`src/rtl/prbs_gen_pkg.sv`:
```
package prbs_gen_pkg;
  localparam int NUM_LFSR = 4;
  localparam int PAT_W    = 3;

  typedef enum logic [PAT_W-1:0] {
    PAT_PRBS7  = 3'd0,
    PAT_PRBS15 = 3'd1,
    PAT_PRBS23 = 3'd2,
    PAT_PRBS31 = 3'd3,
    PAT_HF     = 3'd4,
    PAT_LF     = 3'd5
  } pat_e;

  typedef enum logic [2:0] {
    REG_CTRL   = 3'd0,
    REG_PAT    = 3'd1,
    REG_PWORD  = 3'd2,
    REG_PBEATS = 3'd3,
    REG_INJ    = 3'd4
  } reg_sel_e;

  function automatic int lfsr_len(int idx);
    case (idx)
      0:       return 7;
      1:       return 15;
      2:       return 23;
      default: return 31;
    endcase
  endfunction

  function automatic int lfsr_tap(int idx);
    case (idx)
      0:       return 6;
      1:       return 14;
      2:       return 18;
      default: return 28;
    endcase
  endfunction
endpackage

```
`src/rtl/prbs_lfsr.sv`:
```
module prbs_lfsr #(
  parameter int LEN   = 7,
  parameter int TAP   = 6,
  parameter int SYM_W = 10
) (
  input  logic             clk_i,
  input  logic             rst_ni,
  input  logic             seed_i,
  input  logic             adv_i,
  output logic [SYM_W-1:0] sym_o
);
  logic [LEN-1:0] state_q, state_nxt;

  // unroll SYM_W serial steps per beat
  always_comb begin
    logic [LEN-1:0] s;
    logic fb;
    s = state_q;
    sym_o = '0;
    for (int k = 0; k < SYM_W; k++) begin
      fb = s[LEN-1] ^ s[TAP-1];
      sym_o[SYM_W-1-k] = fb;
      s = {s[LEN-2:0], fb};
    end
    state_nxt = s;
  end

  always_ff @(posedge clk_i or negedge rst_ni) begin
    if (!rst_ni)     state_q <= '1;
    else if (seed_i) state_q <= '1;
    else if (adv_i)  state_q <= state_nxt;
  end

  a_r3_never_zero: assert property (@(posedge clk_i) disable iff (!rst_ni)
    state_q != '0);

  a_r6_lfsr_holds: assert property (@(posedge clk_i) disable iff (!rst_ni)
    !adv_i && !seed_i |=> $stable(state_q));
endmodule

```
`src/rtl/prbs_lfsr_bank.sv`:
```
module prbs_lfsr_bank
  import prbs_gen_pkg::*;
#(
  parameter int SYM_W = 10
) (
  input  logic                           clk_i,
  input  logic                           rst_ni,
  input  logic                           seed_i,
  input  logic                           adv_i,
  output logic [NUM_LFSR-1:0][SYM_W-1:0] sym_o
);
  for (genvar g = 0; g < NUM_LFSR; g++) begin : g_lfsr
    localparam int LEN = lfsr_len(g);
    localparam int TAP = lfsr_tap(g);
    prbs_lfsr #(.LEN(LEN), .TAP(TAP), .SYM_W(SYM_W)) u_lfsr (
      .clk_i  (clk_i),
      .rst_ni (rst_ni),
      .seed_i (seed_i),
      .adv_i  (adv_i),
      .sym_o  (sym_o[g])
    );
  end
endmodule

```
`src/rtl/prbs_gen_regs.sv`:
```
module prbs_gen_regs
  import prbs_gen_pkg::*;
#(
  parameter int SYM_W   = 10,
  parameter int BEATS_W = 8,
  parameter int ADDR_W  = 3,
  parameter int DATA_W  = 32
) (
  input  logic               clk_i,
  input  logic               rst_ni,
  input  logic               we_i,
  input  logic [ADDR_W-1:0]  addr_i,
  input  logic [DATA_W-1:0]  wdata_i,
  output logic [DATA_W-1:0]  rdata_o,
  input  logic               running_i,
  output logic               start_o,
  output logic               stop_o,
  output logic               inject_o,
  output logic [PAT_W-1:0]   pat_o,
  output logic               pre_en_o,
  output logic [SYM_W-1:0]   pre_word_o,
  output logic [BEATS_W-1:0] pre_beats_o
);
  logic               pre_en_q;
  logic [PAT_W-1:0]   pat_q;
  logic [SYM_W-1:0]   word_q;
  logic [BEATS_W-1:0] beats_q;
  logic               ctrl_wr;

  assign ctrl_wr  = we_i && (addr_i == ADDR_W'(REG_CTRL));
  assign start_o  = ctrl_wr && wdata_i[0] && !running_i;
  assign stop_o   = ctrl_wr && !wdata_i[0] && running_i;
  assign inject_o = we_i && (addr_i == ADDR_W'(REG_INJ));
  // a start in the same write sees the new enable
  assign pre_en_o    = ctrl_wr ? wdata_i[1] : pre_en_q;
  assign pat_o       = pat_q;
  assign pre_word_o  = word_q;
  assign pre_beats_o = beats_q;

  always_ff @(posedge clk_i or negedge rst_ni) begin
    if (!rst_ni) begin
      pre_en_q <= 1'b0;
      pat_q    <= '0;
      word_q   <= '0;
      beats_q  <= '0;
    end else if (we_i) begin
      case (addr_i)
        ADDR_W'(REG_CTRL):   pre_en_q <= wdata_i[1];
        ADDR_W'(REG_PAT):    pat_q    <= wdata_i[PAT_W-1:0];
        ADDR_W'(REG_PWORD):  word_q   <= wdata_i[SYM_W-1:0];
        ADDR_W'(REG_PBEATS): beats_q  <= wdata_i[BEATS_W-1:0];
        default: ;
      endcase
    end
  end

  always_comb begin
    rdata_o = '0;
    case (addr_i)
      ADDR_W'(REG_CTRL):   rdata_o[1:0] = {pre_en_q, running_i};
      ADDR_W'(REG_PAT):    rdata_o[PAT_W-1:0] = pat_q;
      ADDR_W'(REG_PWORD):  rdata_o[SYM_W-1:0] = word_q;
      ADDR_W'(REG_PBEATS): rdata_o[BEATS_W-1:0] = beats_q;
      default: ;
    endcase
  end

  a_r9_pat_readback: assert property (@(posedge clk_i) disable iff (!rst_ni)
    we_i && addr_i == ADDR_W'(REG_PAT) |=> pat_o == $past(wdata_i[PAT_W-1:0]));
endmodule

```
`src/rtl/prbs_gen_seq.sv`:
```
module prbs_gen_seq
  import prbs_gen_pkg::*;
#(
  parameter int SYM_W   = 10,
  parameter int BEATS_W = 8
) (
  input  logic                           clk_i,
  input  logic                           rst_ni,
  input  logic                           start_i,
  input  logic                           stop_i,
  input  logic                           inject_i,
  input  logic [PAT_W-1:0]               pat_i,
  input  logic                           pre_en_i,
  input  logic [SYM_W-1:0]               pre_word_i,
  input  logic [BEATS_W-1:0]             pre_beats_i,
  input  logic [NUM_LFSR-1:0][SYM_W-1:0] lfsr_sym_i,
  output logic                           seed_o,
  output logic                           adv_o,
  output logic                           running_o,
  output logic                           valid_o,
  input  logic                           ready_i,
  output logic [SYM_W-1:0]               data_o
);
  localparam int HALF = SYM_W / 2;

  function automatic logic [SYM_W-1:0] hf_sym();
    logic [SYM_W-1:0] v;
    for (int i = 0; i < SYM_W; i++) v[i] = (i % 2) == 1;
    return v;
  endfunction

  function automatic logic [SYM_W-1:0] lf_sym();
    logic [SYM_W-1:0] v;
    for (int i = 0; i < SYM_W; i++) v[i] = i >= HALF;
    return v;
  endfunction

  localparam logic [SYM_W-1:0] HF_SYM = hf_sym();
  localparam logic [SYM_W-1:0] LF_SYM = lf_sym();

  logic               running_q, in_pre_q, err_q;
  logic [PAT_W-1:0]   act_pat_q;
  logic [BEATS_W-1:0] pre_cnt_q;
  logic               accept;
  logic [SYM_W-1:0]   raw;

  assign accept    = running_q && ready_i;
  assign seed_o    = start_i;
  assign adv_o     = accept && !in_pre_q;
  assign running_o = running_q;
  assign valid_o   = running_q;

  always_ff @(posedge clk_i or negedge rst_ni) begin
    if (!rst_ni) begin
      running_q <= 1'b0;
      in_pre_q  <= 1'b0;
      act_pat_q <= '0;
      pre_cnt_q <= '0;
    end else if (start_i) begin
      running_q <= 1'b1;
      act_pat_q <= pat_i;
      in_pre_q  <= pre_en_i && (pre_beats_i != '0);
      pre_cnt_q <= pre_beats_i;
    end else if (stop_i) begin
      running_q <= 1'b0;
      in_pre_q  <= 1'b0;
    end else if (accept && in_pre_q) begin
      pre_cnt_q <= pre_cnt_q - 1'b1;
      if (pre_cnt_q == BEATS_W'(1)) in_pre_q <= 1'b0;
    end
  end

  // a new request wins over a beat accepted in the same cycle
  always_ff @(posedge clk_i or negedge rst_ni) begin
    if (!rst_ni)       err_q <= 1'b0;
    else if (inject_i) err_q <= 1'b1;
    else if (accept)   err_q <= 1'b0;
  end

  always_comb begin
    raw = '0;
    if (in_pre_q) raw = pre_word_i;
    else begin
      case (act_pat_q)
        PAT_PRBS7:  raw = lfsr_sym_i[0];
        PAT_PRBS15: raw = lfsr_sym_i[1];
        PAT_PRBS23: raw = lfsr_sym_i[2];
        PAT_PRBS31: raw = lfsr_sym_i[3];
        PAT_HF:     raw = HF_SYM;
        PAT_LF:     raw = LF_SYM;
        default:    raw = '0;
      endcase
    end
  end

  assign data_o = raw ^ {{(SYM_W-1){1'b0}}, err_q};

  a_r2_start_raises_valid: assert property (@(posedge clk_i) disable iff (!rst_ni)
    start_i |=> valid_o);

  a_r2_stop_drops_valid: assert property (@(posedge clk_i) disable iff (!rst_ni)
    stop_i |=> !valid_o);

  a_r6_stall_holds_data: assert property (@(posedge clk_i) disable iff (!rst_ni)
    valid_o && !ready_i && !stop_i && !inject_i |=> $stable(data_o));

  a_r8_flip_one_beat: assert property (@(posedge clk_i) disable iff (!rst_ni)
    err_q && accept && !inject_i |=> !err_q);

  a_r7_preamble_countdown: assert property (@(posedge clk_i) disable iff (!rst_ni)
    in_pre_q && accept && !start_i && !stop_i |=> pre_cnt_q == $past(pre_cnt_q) - 1'b1);

  a_r10_pattern_latched: assert property (@(posedge clk_i) disable iff (!rst_ni)
    !start_i |=> $stable(act_pat_q));
endmodule

```
`src/rtl/prbs_gen.sv`:
```
module prbs_gen
  import prbs_gen_pkg::*;
#(
  parameter int SYM_W   = 10,
  parameter int BEATS_W = 8,
  parameter int ADDR_W  = 3,
  parameter int DATA_W  = 32
) (
  input  logic              clk_i,
  input  logic              rst_ni,
  input  logic              reg_we_i,
  input  logic [ADDR_W-1:0] reg_addr_i,
  input  logic [DATA_W-1:0] reg_wdata_i,
  output logic [DATA_W-1:0] reg_rdata_o,
  output logic              src_valid_o,
  input  logic              src_ready_i,
  output logic [SYM_W-1:0]  src_data_o
);
  logic                           start, stop, inject, pre_en, running, seed, adv;
  logic [PAT_W-1:0]               pat;
  logic [SYM_W-1:0]               pre_word;
  logic [BEATS_W-1:0]             pre_beats;
  logic [NUM_LFSR-1:0][SYM_W-1:0] lfsr_sym;

  prbs_gen_regs #(.SYM_W(SYM_W), .BEATS_W(BEATS_W), .ADDR_W(ADDR_W), .DATA_W(DATA_W)) u_regs (
    .clk_i       (clk_i),
    .rst_ni      (rst_ni),
    .we_i        (reg_we_i),
    .addr_i      (reg_addr_i),
    .wdata_i     (reg_wdata_i),
    .rdata_o     (reg_rdata_o),
    .running_i   (running),
    .start_o     (start),
    .stop_o      (stop),
    .inject_o    (inject),
    .pat_o       (pat),
    .pre_en_o    (pre_en),
    .pre_word_o  (pre_word),
    .pre_beats_o (pre_beats)
  );

  prbs_lfsr_bank #(.SYM_W(SYM_W)) u_bank (
    .clk_i  (clk_i),
    .rst_ni (rst_ni),
    .seed_i (seed),
    .adv_i  (adv),
    .sym_o  (lfsr_sym)
  );

  prbs_gen_seq #(.SYM_W(SYM_W), .BEATS_W(BEATS_W)) u_seq (
    .clk_i       (clk_i),
    .rst_ni      (rst_ni),
    .start_i     (start),
    .stop_i      (stop),
    .inject_i    (inject),
    .pat_i       (pat),
    .pre_en_i    (pre_en),
    .pre_word_i  (pre_word),
    .pre_beats_i (pre_beats),
    .lfsr_sym_i  (lfsr_sym),
    .seed_o      (seed),
    .adv_o       (adv),
    .running_o   (running),
    .valid_o     (src_valid_o),
    .ready_i     (src_ready_i),
    .data_o      (src_data_o)
  );
endmodule

```
`config.mk`:
```
export PLATFORM = sky130hd
export DESIGN_NAME = prbs_gen
export DESIGN_NICKNAME = d
export VERILOG_FILES = /design/src/rtl/prbs_gen_pkg.sv /design/src/rtl/prbs_lfsr.sv /design/src/rtl/prbs_lfsr_bank.sv /design/src/rtl/prbs_gen_regs.sv /design/src/rtl/prbs_gen_seq.sv /design/src/rtl/prbs_gen.sv
export SDC_FILE = /design/constraint.sdc
export NUM_CORES = 1
export LEC_CHECK = 0
export BUFFER_PORTS_ARGS = -buffer_cell sky130_fd_sc_hd__buf_2
export CORE_MARGIN = 2
export CORE_UTILIZATION = 52
export CTS_CLUSTER_DIAMETER = 150
export DETAILED_ROUTE_END_ITERATION = 6
export PLACE_DENSITY_LB_ADDON = 0.3
export SETUP_SLACK_MARGIN = 0.15
export SLEW_MARGIN = 25
export SYNTH_ARGS = -nofsm -noshare
export SYNTH_HDL_FRONTEND = slang
export SYNTH_SLANG_ARGS = --single-unit
```
`constraint.sdc`:
```
create_clock -name clk_i -period 1.6 [get_ports clk_i]
set_input_delay 0 -clock clk_i [delete_from_list [all_inputs] [get_ports clk_i]]
set_output_delay 0 -clock clk_i [all_outputs]
set_load 0.01 [all_outputs]
```
==> out/results.ini, run 1 <==
[floorplanning]
row_cnt = 38
die_width_um = 109
core-area_um2 = 10800
die_extent_in_y_um = 109
floorplan.initialDensity_pct = 53.2
die-area_um2 = 11900
floorplan.io_pins = 82

[pwr]
cellInternalPower_w = 0.00940
peakVddDrop_uv = 1200
clock_power_share_pct = 14.2
power.sequential.fraction_pct = 38.5
p_leak_nw = 3.37
power.switching_w = 0.00571
pwr-share-comb_pct = 47.3
power-per-cell-area_nw_per_um2 = 1990
design_power_total_w = 0.0151
power_switching_share_pct = 37.8

[detailed_routing]
vias = 4736
wl_per_cell_um = 18.2
remaining_number_of_nets_flagged_by_the_antenna_check_after_routing = 0
post_drt_via_cell_ratio = 5.53
drt-total-wl_mm = 15.6
firstDrtPassIters = 5
drt_first_iter_violations = 393
drc = 0

[yosys]
syn-mean-instance-area_um2 = 9.51
synth_sequential_area_ratio_pct = 50.4
synth.top_cell.area_share_pct = 34.8
post-synth-top-area-cell = sky130_fd_sc_hd__dfstp_2
synthesis.area_um2 = 5740
synth-edff-count = 0
asyncSetResetFlopFracSynth_pct = 100
largest_cells_by_area_after_synthesis = sky130_fd_sc_hd__dfstp_2 (35%), sky130_fd_sc_hd__dfrtp_1 (16%), sky130_fd_sc_hd__nand2_1 (8.5%)
netlist_instances = 604
synth.yosys.warnings = 0
ys_ff_latch = 112
synth.distinct_cells = 44
synth_ff_type = sky130_fd_sc_hd__dfstp_2

[global_route]
number_of_global_route_vias_before_repair = 4393
gr_ovfl_total = 0
grt_max_degree = 93
grt_antenna_before_repair = 0
total_track_usage_pct = 25.2
grt_pass1_wl_mm = 22.8

[sta]
max_slew.worst_pin.slew_ns = 0.589
timing.setup.tns_ns = -4.47
final_critical_path_setup_slack_ns = -0.580
slew_headroom_pct = 60.5
skew_ns = 0.00820
setup_repair_after_global_routing_missed_its_margin = true
hold_viol = 0
slew_violations = 0
post-route-period-util_pct = 136
period_minus_slack_ns = 2.18
count_of_final_setup_violators = 12
fmaxAchievable_ghz = 0.459

[placed_design]
gp_congestion = 0.914
place_area_um2 = 6400
dp_worst_setup_slack_ns = -0.254
detailed_place_hpwl_mm = 9.40
portBuffers = 37

[finish]
area_delta_synth_final_pct = 31.9
antennaDiodeCount = 0
design.final.nets = 752
final_cell_area_um2 = 7580
post_route_cells_drive_above_1_share_pct = 41.5
layout.core_utilization_pct = 70.2

[critical_path]
crit_slowest_cell = sky130_fd_sc_hd__dfstp_2
critical_path_arrival_ns = 2.18
cp-end-kind = primary output
critPathRequiredTime_ns = 1.60
r2r.worst_path.cells = 5
worst-path-max-fanout = 4
startpoint_type = flip-flop
timing.setup.critical_path_class = reg2out
worstPathCellList = xor2_1 > a222oi_1 > a311oi_1 > a211o_1 > buf_2
critical_path.max_stage_delay_ns = 0.62

[cts]
insertion_delay_ns = 0.39
htree_levels = 3
clock_sink_count = 112
clk_pin_slew_worst_paths_ns = 0.10
cts_tree = built
root_buffer = sky130_fd_sc_hd__clkbuf_8
ctsLongestPathBuffers = 2
tritoncts.num_buffers = 9

[run_status]
failed_checks = negative setup slack
status = complete, but fails checks

[worst_hold_path]
holdPathStages = 3
worst_hold_path_type = in2reg

[flow_run]
timing.max_cap.violations = 0

placed cells by master (no fill, tap or decap), types with 6 or more instances in the layout:
cell type,instances
sky130_fd_sc_hd__buf_6,19
sky130_fd_sc_hd__dfstp_2,76
sky130_fd_sc_hd__nand2_1,127
sky130_fd_sc_hd__xor2_1,20
sky130_fd_sc_hd__o21ai_1,14
sky130_fd_sc_hd__o211ai_1,18
sky130_fd_sc_hd__mux2_2,23
sky130_fd_sc_hd__o21ai_0,7
sky130_fd_sc_hd__buf_12,7
sky130_fd_sc_hd__dfrtp_2,6
sky130_fd_sc_hd__nor2_1,47
sky130_fd_sc_hd__buf_2,31
sky130_fd_sc_hd__nand3_1,47
sky130_fd_sc_hd__clkbuf_8,9
sky130_fd_sc_hd__conb_1,22
sky130_fd_sc_hd__a21oi_1,10
sky130_fd_sc_hd__dlygate4sd3_1,11
sky130_fd_sc_hd__inv_1,10
sky130_fd_sc_hd__dfrtp_1,30
sky130_fd_sc_hd__buf_4,60
sky130_fd_sc_hd__xnor2_1,24
sky130_fd_sc_hd__mux2i_1,6
sky130_fd_sc_hd__clkbuf_16,7
critical path: cells and delay by family, from the launching register on:
kind	cells	cell delay, ns
compound gates	3	0.89
flops	1	0.62
buf+inv	1	0.15
xor+xnor	1	0.13
repair_timing:
item | in CTS | in global routing
cloned | 0 | 8
resized for setup | 37 | 62
setup buffers | 7 | 13
hold buffers | 11 | 0
endpoints found under the hold margin | 85 | 0
pin swaps | 13 | 24
endpoints found under the setup margin | 16 | 71
area by class of cell:
class	instances	area, um2
Multi-Input combinational cell	442	2930
Fill cell	749	3220
Clock inverter	7	134
Timing Repair Buffer	136	1270
Tap cell	140	175
Inverter	10	37.5
Clock buffer	9	124
Sequential cell	112	2910
power groups by stage:
stage | combinational [W] | sequential [W] | clock (W)
5_1_grt | 0.00770 | 0.00599 | 0.00230
3_3_place_gp | 0.00546 | 0.00572 | 0
2_1_floorplan | 0.00340 | 0.00554 | 0
4_1_cts | 0.00609 | 0.00579 | 0.00218
3_5_place_dp | 0.00551 | 0.00577 | 0
6_report | 0.00715 | 0.00581 | 0.00215
sequential cells by signal (all words and copies together) (netlist names):
signal / count
u_bank.g_lfsr.u_lfsr.state_q: 76
u_regs.pat_o: 3
u_regs.pre_beats_o: 8
u_regs.pre_en_q: 1
u_regs.pre_word_o: 10
u_seq.act_pat_q: 3
u_seq.err_q: 1
u_seq.in_pre_q: 1
u_seq.pre_cnt_q: 8
u_seq.running_o: 1
per-stage QoR:
stage,hold slack (ns),std cells
2_1_floorplan,-0.296,625
3_5_place_dp,0.124,801
6_report,0.0668,856
4_1_cts,0.0252,835
3_3_place_gp,0.116,801
5_1_grt,0.0701,856
cell families after synthesis:
logic type	Yosys count	synth area share, %
xor+xnor	49	7.47
other cells	1	0.0653
flops	112	50.4
buf+inv	71	6.27
fa+ha+maj	2	0.436
compound gates	76	8.84
simple gates	260	19.7
mux	33	6.73
metal layers:
metal	vias up	GRT usage, %	share of wire [%]
li1	2206	-	-
met1	2339	33.6	42
met2	161	40.7	50
met3	30	5.20	5.3
met4	0	9.16	2.8
met5	-	0	0
synth_stat cells (2+ instances only):
cell                          n
sky130_fd_sc_hd__mux2i_1      6
sky130_fd_sc_hd__o211ai_1    18
sky130_fd_sc_hd__or4_1        2
sky130_fd_sc_hd__a2111oi_0    2
sky130_fd_sc_hd__inv_1       10
sky130_fd_sc_hd__dfrtp_1     36
sky130_fd_sc_hd__ha_1         2
sky130_fd_sc_hd__buf_1        2
sky130_fd_sc_hd__nand2b_1     2
sky130_fd_sc_hd__a21oi_1     15
sky130_fd_sc_hd__xor2_1      23
sky130_fd_sc_hd__nor2_1      49
sky130_fd_sc_hd__o21ai_0     21
sky130_fd_sc_hd__dfstp_2     76
sky130_fd_sc_hd__a22o_1       2
sky130_fd_sc_hd__a22oi_1      4
sky130_fd_sc_hd__nand3_1     47
sky130_fd_sc_hd__and3_1       2
sky130_fd_sc_hd__clkbuf_1    33
sky130_fd_sc_hd__nor2b_1      3
sky130_fd_sc_hd__nor4_1       5
sky130_fd_sc_hd__nor3b_1      3
sky130_fd_sc_hd__a222oi_1     2
sky130_fd_sc_hd__nor3_1       7
sky130_fd_sc_hd__o221ai_1     3
sky130_fd_sc_hd__nand2_1    130
sky130_fd_sc_hd__mux2_2      25
sky130_fd_sc_hd__mux4_2       2
sky130_fd_sc_hd__or3_1        4
sky130_fd_sc_hd__buf_4       22
sky130_fd_sc_hd__buf_2        3
sky130_fd_sc_hd__xnor2_1     26
sky130_fd_sc_hd__o22ai_1      6
final timing paths:
kind                                                                startpoint                                              to  slack [ns]
worst max-delay path            u_bank.g_lfsr[0].u_lfsr.state_q[5]$_DFFE_PN1P_                                   src_data_o[1]       -0.58
worst min-delay path                                             reg_addr_i[2]                         u_seq.err_q$_DFFE_PN0P_        0.07
worst max register to register                  u_seq.pre_cnt_q[4]$_DFFE_PN0P_                  u_seq.pre_cnt_q[7]$_DFFE_PN0P_       -0.08
worst min register to register  u_bank.g_lfsr[3].u_lfsr.state_q[0]$_DFFE_PN1P_  u_bank.g_lfsr[3].u_lfsr.state_q[0]$_DFFE_PN1P_        0.49
max in group asynchronous                                               rst_ni  u_bank.g_lfsr[1].u_lfsr.state_q[2]$_DFFE_PN1P_        0.94
min in group asynchronous                                               rst_ni  u_bank.g_lfsr[2].u_lfsr.state_q[0]$_DFFE_PN1P_        0.25
No activity file was read; power rests on OpenSTA's default activity.
==> run 2: changes to the inputs <==
Settings changed: TNS_END_PERCENT set to 50.
==> run 2 against run 1 <==
The run still ends with negative setup slack left; count of clock-buffer cells in the layout grew 4; clock power shrank 25%; first-iteration DRC count shrank 20%; critical path type unchanged; highest routed layer unchanged.
==> out/results.ini, run 2 (same netlist as run 1, synthesis figures left out) <==
[run_status]
status = complete, but fails checks
failed_checks = negative setup slack

[cts]
insertion_delay_ns = 0.40
cts_tree = built
clock_sink_count = 112
root_buffer = sky130_fd_sc_hd__clkbuf_8
htree_levels = 3
tritoncts.num_buffers = 9
ctsLongestPathBuffers = 2
clk_pin_slew_worst_paths_ns = 0.10

[critical_path]
critical_path.max_stage_delay_ns = 0.44
crit_slowest_cell = sky130_fd_sc_hd__dfrtp_1
regToRegStartpoint = u_seq.pre_cnt_q[4]$_DFFE_PN0P_
cp_num_buf_inv = 2
startpoint_type = flip-flop
timing.setup.critical_path_class = reg2out
worst-path-max-fanout = 4
cp-end-kind = primary output
critical_path_arrival_ns = 2.15
family_with_the_most_delay_on_the_worst_path = flip-flops
worstPathCellList = buf_6 > or3_4 > o211ai_1 > mux2i_1 > xnor2_1 > buf_2
critPathRequiredTime_ns = 1.60
worst_setup_path_startpoint = u_seq.act_pat_q[1]$_DFFE_PN0P_

[pwr]
pwr-share-comb_pct = 50.3
clock_power_share_pct = 10.6
cellInternalPower_w = 0.00913
p_leak_nw = 3.48
power.switching_w = 0.00600
peakVddDrop_uv = 1340
power.sequential.fraction_pct = 39.1
power_switching_share_pct = 39.6
power-per-cell-area_nw_per_um2 = 1950

[worst_hold_path]
worst_hold_path_type = in2reg
timing.hold.worst.start = reg_addr_i[2]

[global_route]
grt_pass1_wl_mm = 24.6
grt_antenna_before_repair = 0
grt_max_degree = 55
number_of_global_route_vias_before_repair = 4801
gr_ovfl_total = 0
total_track_usage_pct = 27.2

[detailed_routing]
wl_per_cell_um = 18.1
drc = 0
drt-total-wl_mm = 15.6
vias = 4753
post_drt_via_cell_ratio = 5.49
drt_first_iter_violations = 315
remaining_number_of_nets_flagged_by_the_antenna_check_after_routing = 0
firstDrtPassIters = 6

[placed_design]
dp_worst_setup_slack_ns = -0.133
detailed_place_hpwl_mm = 9.55
place_area_um2 = 6380
gp_congestion = 0.958
portBuffers = 37

[finish]
most_common_cell_after_layout_fill_and_taps_aside = sky130_fd_sc_hd__nand2_1
largest_register_ff_count = 76
mostFrequentLayoutCells = sky130_fd_sc_hd__nand2_1 (110), sky130_fd_sc_hd__dfstp_2 (76), sky130_fd_sc_hd__buf_4 (67)
antennaDiodeCount = 0
design.final.nets = 761
final_cell_area_um2 = 7740
post_route_cells_drive_above_1_share_pct = 47.3
final.fill_count = 762
area_delta_synth_final_pct = 34.7
largest_register_by_flop_count = u_bank.g_lfsr.u_lfsr.state_q

[sta]
fmaxAchievable_ghz = 0.466
setup_repair_after_global_routing_missed_its_margin = true
final_critical_path_setup_slack_ns = -0.545
count_of_final_setup_violators = 13
slew_headroom_pct = 65.1
post-route-period-util_pct = 134
max_slew.worst_pin.slew_ns = 0.520
skew_ns = 0.00662
slew_violations = 0
period_minus_slack_ns = 2.15
hold_viol = 0

[flow_run]
timing.max_cap.violations = 0

[floorplanning]
floorplan.io_pins = 82
die-area_um2 = 11900
row_cnt = 38
die_extent_in_y_um = 109
core-area_um2 = 10800
floorplan.initialDensity_pct = 53.2
die_width_um = 109

[run 2: repair_timing]
| action | in CTS | in global routing |
|---|---|---|
| pin swaps | 27 | 33 |
| hold buffers | 13 | 0 |
| cloned | 2 | 2 |
| endpoints found under the hold margin | 87 | 0 |
| setup buffers | 24 | 10 |
| endpoints found under the setup margin | 76 | 43 |
| gates resized for setup | 76 | 83 |
[run 2: power by group through the flow]
stage | combinational, W | clock (W) | sequential (W)
4_1_cts | 0.00692 | 0.00163 | 0.00576
3_3_place_gp | 0.00553 | 0 | 0.00569
2_1_floorplan | 0.00339 | 0 | 0.00554
3_5_place_dp | 0.00562 | 0 | 0.00576
5_1_grt | 0.00816 | 0.00175 | 0.00607
6_report | 0.00761 | 0.00161 | 0.00591
[run 2: final timing paths]
| path | endpoint | slack [ns] | cells past startpoint |
|---|---|---|---|
| worst max-delay path | src_data_o[0] | -0.55 | 6 |
| worst min-delay path | u_seq.err_q$_DFFE_PN0P_ | 0.06 | 3 |
| worst max register to register | u_seq.pre_cnt_q[7]$_DFFE_PN0P_ | -0.09 | 5 |
| worst min register to register | u_bank.g_lfsr[3].u_lfsr.state_q[11]$_DFFE_PN1P_ | 0.49 | 2 |
| max in group asynchronous | u_bank.g_lfsr[0].u_lfsr.state_q[6]$_DFFE_PN1P_ | 0.84 | 3 |
| min in group asynchronous | u_bank.g_lfsr[2].u_lfsr.state_q[12]$_DFFE_PN1P_ | 0.40 | 2 |
[run 2: layer usage]
layer / share of wire, % / GRT usage (%) / vias up / wire length [um]
li1: - / - / 2225 / -
met1: 42 / 35.1 / 2351 / 6580
met2: 51 / 45.6 / 146 / 7920
met3: 4.9 / 6.22 / 31 / 758
met4: 2.3 / 8.61 / 0 / 357
met5: 0 / 0 / - / 0
[run 2: worst min-delay path, stage by stage]
cell                     delay (ns)
sky130_fd_sc_hd__buf_2         0.09
sky130_fd_sc_hd__buf_4         0.17
sky130_fd_sc_hd__a22o_1        0.15
[run 2: area by class of cell]
| class | instances | area, um2 | share of cell area [%] |
|---|---|---|---|
| multi-input cells | 442 | 3170 | 40.9 |
| flip-flops and latches | 112 | 2900 | 37.5 |
| repair buffers | 145 | 1280 | 16.6 |
| well taps | 140 | 175 | 2.26 |
| clock buffers | 13 | 159 | 2.05 |
| inverters | 10 | 37.5 | 0.485 |
| clock inverters | 3 | 17.5 | 0.226 |
[run 2: metrics by stage]
step	hold WS [ns]	util [%]	setup TNS, ns	total power [W]	cells
after floorplan	-0.296	-	-0.00188	0.00893	625
after global placement	0.207	59.1	-0.333	0.0112	798
after detailed placement	0.232	59.1	-0.569	0.0114	798
after CTS	0.0297	67.6	-4.00	0.0143	853
after global routing	0.0634	71.7	-5.44	0.0160	865
final	0.0559	71.7	-4.34	0.0151	865
